--- src/rtl/modem_hs_pkg.sv ---
package modem_hs_pkg;
  localparam int REG_W  = 8;
  localparam int ADDR_W = 2;
  localparam int CTRL_W = 5;   // stored control bits 4:0
  localparam int NUM_IN = 3;   // cts, dsr, dcd

  typedef enum logic [ADDR_W-1:0] {
    ADDR_CTRL = 2'd0,
    ADDR_STAT = 2'd1,
    ADDR_IEN  = 2'd2,
    ADDR_RSVD = 2'd3
  } reg_addr_e;

  // index of each handshake input in the internal vectors
  localparam int IDX_CTS = 0;
  localparam int IDX_DSR = 1;
  localparam int IDX_DCD = 2;

  localparam int CTRL_DTR_BIT  = 0;
  localparam int CTRL_RTS_BIT  = 1;
  localparam int CTRL_LOOP_BIT = 4;
  localparam int IEN_MSI_BIT   = 3;
endpackage

--- src/rtl/modem_hs_sync.sv ---
module modem_hs_sync #(
  parameter int          STAGES  = 2,
  parameter int          WIDTH   = 3,
  parameter logic        RST_VAL = 1'b1
) (
  input  logic             clk,
  input  logic             rst_n,
  input  logic [WIDTH-1:0] din,
  output logic [WIDTH-1:0] dout
);
  logic [WIDTH-1:0] stage_q [STAGES];

  generate
    for (genvar s = 0; s < STAGES; s++) begin : g_stage
      always_ff @(posedge clk or negedge rst_n) begin
        if (!rst_n) stage_q[s] <= {WIDTH{RST_VAL}};
        else if (s == 0) stage_q[s] <= din;
        else stage_q[s] <= stage_q[(s == 0) ? 0 : s-1];
      end
    end
  endgenerate

  assign dout = stage_q[STAGES-1];
endmodule

--- src/rtl/modem_hs_status.sv ---
module modem_hs_status #(
  parameter int NUM_IN = 3
) (
  input  logic              clk,
  input  logic              rst_n,
  input  logic [NUM_IN-1:0] sync_n,    // synchronized active-low pins
  input  logic              stat_rd,
  output logic [NUM_IN-1:0] level,     // asserted (active-high) view
  output logic [NUM_IN-1:0] delta
);
  logic [NUM_IN-1:0] prev_n;
  logic [NUM_IN-1:0] rise;

  assign rise  = sync_n & ~prev_n;     // low-to-high of active-low pin
  assign level = ~sync_n;

  always_ff @(posedge clk or negedge rst_n) begin
    if (!rst_n) begin
      prev_n <= '1;
      delta  <= '0;
    end else begin
      prev_n <= sync_n;
      if (stat_rd) delta <= rise;
      else         delta <= delta | rise;
    end
  end

  // a change bit survives until a status read
  a_r6_delta_sticky: assert property (@(posedge clk) disable iff (!rst_n)
    !stat_rd |=> ((delta & $past(delta)) == $past(delta)));

  // a read without a new edge leaves all change bits clear
  a_r6_read_clears: assert property (@(posedge clk) disable iff (!rst_n)
    (stat_rd && rise == '0) |=> delta == '0);

  // a change bit only turns on after a detected rising edge
  a_r5_rise_only: assert property (@(posedge clk) disable iff (!rst_n)
    ((delta & ~$past(delta)) != '0) |-> ((delta & ~$past(delta) & ~$past(rise)) == '0));
endmodule

--- src/rtl/modem_hs_ctrl.sv ---
module modem_hs_ctrl
  import modem_hs_pkg::*;
(
  input  logic              clk,
  input  logic              rst_n,
  input  logic              ctrl_wr,
  input  logic              ien_wr,
  input  logic [CTRL_W-1:0] ctrl_wdata,
  input  logic              ien_wdata,
  output logic [CTRL_W-1:0] ctrl_q,
  output logic              ien_msi,
  output logic              dtr_n,
  output logic              rts_n
);
  always_ff @(posedge clk or negedge rst_n) begin
    if (!rst_n) begin
      ctrl_q  <= '0;
      ien_msi <= 1'b0;
    end else begin
      if (ctrl_wr) ctrl_q  <= ctrl_wdata;
      if (ien_wr)  ien_msi <= ien_wdata;
    end
  end

  logic loop_on;
  assign loop_on = ctrl_q[CTRL_LOOP_BIT];
  assign dtr_n   = ~(ctrl_q[CTRL_DTR_BIT] & ~loop_on);
  assign rts_n   = ~(ctrl_q[CTRL_RTS_BIT] & ~loop_on);

  // loop mode keeps both handshake outputs inactive
  a_r3_loop_inactive: assert property (@(posedge clk) disable iff (!rst_n)
    loop_on |-> (dtr_n && rts_n));

  // outputs move only after a control write
  a_r9_outputs_need_write: assert property (@(posedge clk) disable iff (!rst_n)
    !ctrl_wr |=> ($stable(dtr_n) && $stable(rts_n)));
endmodule

--- src/rtl/modem_hs_regs.sv ---
module modem_hs_regs
  import modem_hs_pkg::*;
#(
  parameter int SYNC_STAGES = 2
) (
  input  logic              clk,
  input  logic              rst_n,
  input  logic              reg_wr,
  input  logic              reg_rd,
  input  logic [ADDR_W-1:0] reg_addr,
  input  logic [REG_W-1:0]  reg_wdata,
  output logic [REG_W-1:0]  reg_rdata,
  input  logic              cts_n,
  input  logic              dsr_n,
  input  logic              dcd_n,
  output logic              dtr_n,
  output logic              rts_n,
  output logic              irq
);
  logic              ctrl_wr, ien_wr, stat_rd;
  logic [CTRL_W-1:0] ctrl_q;
  logic              ien_msi;
  logic [NUM_IN-1:0] pins_n, sync_n, level, delta;
  logic              unused_wbits;

  assign ctrl_wr = reg_wr && (reg_addr == ADDR_CTRL);
  assign ien_wr  = reg_wr && (reg_addr == ADDR_IEN);
  assign stat_rd = reg_rd && (reg_addr == ADDR_STAT);
  assign unused_wbits = ^{reg_wdata[REG_W-1:CTRL_W]};

  assign pins_n[IDX_CTS] = cts_n;
  assign pins_n[IDX_DSR] = dsr_n;
  assign pins_n[IDX_DCD] = dcd_n;

  modem_hs_sync #(.STAGES(SYNC_STAGES), .WIDTH(NUM_IN), .RST_VAL(1'b1)) u_sync (
    .clk(clk), .rst_n(rst_n), .din(pins_n), .dout(sync_n)
  );

  modem_hs_status #(.NUM_IN(NUM_IN)) u_status (
    .clk(clk), .rst_n(rst_n), .sync_n(sync_n), .stat_rd(stat_rd),
    .level(level), .delta(delta)
  );

  modem_hs_ctrl u_ctrl (
    .clk(clk), .rst_n(rst_n), .ctrl_wr(ctrl_wr), .ien_wr(ien_wr),
    .ctrl_wdata(reg_wdata[CTRL_W-1:0]), .ien_wdata(reg_wdata[IEN_MSI_BIT]),
    .ctrl_q(ctrl_q), .ien_msi(ien_msi), .dtr_n(dtr_n), .rts_n(rts_n)
  );

  always_comb begin
    reg_rdata = '0;
    unique case (reg_addr)
      ADDR_CTRL: reg_rdata[CTRL_W-1:0] = ctrl_q;
      ADDR_STAT: reg_rdata = {level[IDX_DCD], 1'b0, level[IDX_DSR], level[IDX_CTS],
                              delta[IDX_DCD], 1'b0, delta[IDX_DSR], delta[IDX_CTS]};
      ADDR_IEN:  reg_rdata[IEN_MSI_BIT] = ien_msi;
      default:   reg_rdata = '0;
    endcase
  end

  assign irq = ien_msi & (|delta);

  // request holds until a status read or a write to interrupt enable
  a_r7_irq_holds: assert property (@(posedge clk) disable iff (!rst_n)
    (irq && !stat_rd && !ien_wr) |=> irq);

  // request cannot be high with no change flag pending
  a_r7_irq_needs_flag: assert property (@(posedge clk) disable iff (!rst_n)
    irq |-> (reg_addr != ADDR_STAT || (reg_rdata & 8'h0B) != 8'h00));
endmodule

--- config.mk ---
export PLATFORM = sky130hd
export DESIGN_NAME = modem_hs_regs
export DESIGN_NICKNAME = d
export VERILOG_FILES = /design/src/rtl/modem_hs_pkg.sv /design/src/rtl/modem_hs_sync.sv /design/src/rtl/modem_hs_status.sv /design/src/rtl/modem_hs_ctrl.sv /design/src/rtl/modem_hs_regs.sv
export SDC_FILE = /design/constraint.sdc
export NUM_CORES = 1
export LEC_CHECK = 0
export BUFFER_PORTS_ARGS = -buffer_cell sky130_fd_sc_hd__buf_2
export CAP_MARGIN = 20
export CORE_MARGIN = 2
export CORE_UTILIZATION = 41
export DETAILED_ROUTE_END_ITERATION = 8
export PLACE_DENSITY = 0.71
export REMOVE_ABC_BUFFERS = 1
export SYNTH_ARGS = -nofsm -noshare
export SYNTH_HDL_FRONTEND = slang
export SYNTH_SLANG_ARGS = --single-unit
export TNS_END_PERCENT = 5
--- constraint.sdc ---
create_clock -name clk -period 1 [get_ports clk]
set_clock_uncertainty 0.1 [all_clocks]
set_input_delay 0.05 -clock clk [delete_from_list [all_inputs] [get_ports clk]]
set_output_delay 0.05 -clock clk [all_outputs]
set_load 0.02 [all_outputs]
==> metrics <==
worst path arrival time around 1200 ps; internal power 1.23 mW; Worst path depth 3; CTS Buf Count 3; Port Buffers 23; met3 WL between 70 and 80 um; CP peak stage delay roughly 390 ps; H-Tree Depth 1; Final min period ~1300 ps; Synth Warn # 0; Critical Path End reg_rdata[4]; Switch Pwr around 440 uW; Antenna diodes 0; top sig layer met4; P_leak ~0.5 nW; R2R Setup Slk approximately 50 ps; Post-Syn Instances 54; CTS Buffer Depth 2; Sw Ratio between 20% and 30%; Die W roughly 47 um; Distinct cells, synth 18; Seq cells post-synth 18; status finished, violations left; largest net degree at the start of global routing 19; area of the multi-input gates around 250 sq um; Final Setup Violations 10; die area between 2000 and 2500 sq um; Clock Tree Root clkbuf_4; fill count about 140; number of global-route vias before repair 554; Max-Cap Viols 0; IO Count 28; max frequency around 760 MHz; Seq/Total Area, Yosys ~62%; fin nets 110; Final HPWL DP between 900 and 1000 um; Startpoint Class flop; Initial Utilization around 43%; Worst Setup End Kind output pin; Syn Area/Cell roughly 14 sq um; commonest non-fill, non-tap cell in the layout buf_2; crit path max fanout 2; FF-to-FF path depth 2; Synth top area share between 30% and 40%; Die Y around 47 um; peak supply drop 1.06 mV; WS Path Type reg -> out; design area about 1000 sq um; Setup TNS -2130 ps; fin crit share 132%; first-pass GRT wire length approximately 2400 um; Gate power share 21.7%; routed wl met2 approximately 770 um; cell chain of the critical path or2b_1 > a21oi_1 > buf_4; Clk pwr share 26.0%; Antenna Violating Nets Remaining 0; core area roughly 1700 sq um; pre-CTS WS -104 ps; Worst Path Required around 850 ps; Reg power frac between 50% and 60%; routed vias/inst 4.65; Detailed Route Iter0 Violations 9; power per cell area approximately 1600 nW/um^2; Clk pin slew, worst setup/hold paths approximately 100 ps; failing checks setup timing; critical path launch point u_sync.dout[0]; final hold viol count 0; wire length per cell 12.5 um; layout cells sized above 1 53.3%; top cells by area, synth dfstp_2, dfrtp_1, mux2_2, mux2i_1, a22o_1; P&R area growth vs syn 41.7%; gpl congestion between 0.7 and 0.8; RSZ-0062 raised after global routing true; via count approximately 540; delay-heaviest family, CP flip-flops; DR DRC count 0; Overflow after GRT 0; Worst-Skew Late Latency 290 ps; row count 15; DRT Wirelength about 1500 um; placed cells around 100; met1 WL 595 um; reg2reg end u_status.delta[1]; CTS tree yes; GR Util All Layers between 15 and 20%; worst path buffer plus inverter count 1; slowest stage cell, crit path dfstp_2; initial antenna violation count 0; highest-count cells in the layout ignoring fill and taps buf_2, dlygate4sd3_1, dfrtp_1, dfstp_2, buf_4; Sink Count 18; Worst Setup Slack, final -319 ps; worst r2r src u_status.prev_n[1]; fin. max-slew vios 0; post-synth top area cell dfstp_2; Core Util, Final approximately three fifths; Placed Area just under 900 sq um; register area 462 sq um; Non-Filler Instances approximately 120; Initial DRT Pass Iterations 4; Hold Crit Class in -> reg; mapped cell area between 700 and 800 sq um
-- cell type report --
cell class | instances | share of cell area, %
Inverter | 4 | 1.43
Clock buffer | 4 | 3.46
Sequential cell | 18 | 44.0
Timing Repair Buffer | 37 | 24.4
Multi-Input combinational cell | 29 | 23.7
Tap cell | 25 | 2.98
-- per-stage QoR --
| step | power [mW] | hold WS, ps |
|---|---|---|
| global placement | 1.19 | -114 |
| finish | 1.68 | 34.3 |
| CTS | 1.68 | 15.2 |
| global route | 1.76 | 35.0 |
| detailed placement | 1.20 | -104 |
| floorplan | 1.06 | -346 |
-- repair_timing --
action,4_1_cts,5_1_grt
hold buffers,9,0
hold endpoints to repair,27,0
resized for setup,1,6
buffers inserted,0,1
endpoints found under the setup margin,10,13
pin swaps,0,4
-- worst reg2reg max path, stage by stage, from the launching register on --
cell     delay (ps)
dfstp_2         530
inv_1            30
a22o_1          190
-- cell usage after synthesis, drive strengths merged --
library cell,number
dfrtp,9
dfstp,9
mux2,6
inv,4
nor2,4
a22o,3
buf,3
mux2i,3
nand2b,3
nand3b,2
nor3b,2
or2b,2
a21oi,1
conb,1
o22ai,1
o31a,1
-- worst min-delay path by stage --
stage / cells past startpoint / slack, ps / from / to
6_report: 3 / 30 / reg_wr / u_ctrl.ien_msi
5_1_grt: 3 / 40 / reg_wr / u_ctrl.ien_msi
4_1_cts: 3 / 20 / reg_wr / u_ctrl.ien_msi
3_5_place_dp: 1 / -100 / rst_n / u_status.delta[1]
3_3_place_gp: 1 / -110 / rst_n / u_status.delta[1]
2_1_floorplan: 0 / -350 / rst_n / u_ctrl.ctrl_q[0]
-- cells by family (layout without fill, tap and decap cells) --
family	count (synthesis)	after routing	synth area share (%)
mux	9	9	13.2
other cells	1	1	0.506
compound gates	6	6	6.25
buf+inv	7	45	5.57
flops	18	18	62.3
simple gates	13	13	12.2
-- metal layers --
layer,GRT usage [%],vias to the layer above
met5,0,-
met4,10.3,0
met3,3.92,4
met2,25.8,20
met1,20.0,266
li1,-,254
-- power groups by stage --
stage               sequential, mW  combinational, mW  clock (mW)
floorplan                    0.869              0.192           0
global placement             0.885              0.304           0
detailed placement           0.888              0.310           0
CTS                          0.876              0.340       0.461
global route                 0.886              0.395       0.482
finish                       0.876              0.364       0.436
-- sequential cells by signal (all words and copies together) (netlist names) --
name             flops
u_ctrl.ctrl_q        5
u_ctrl.ien_msi       1
u_sync.stage_q       3
u_status.delta       3
u_status.prev_n      3
u_sync.dout          3
Power figures use the tool's default switching activity.
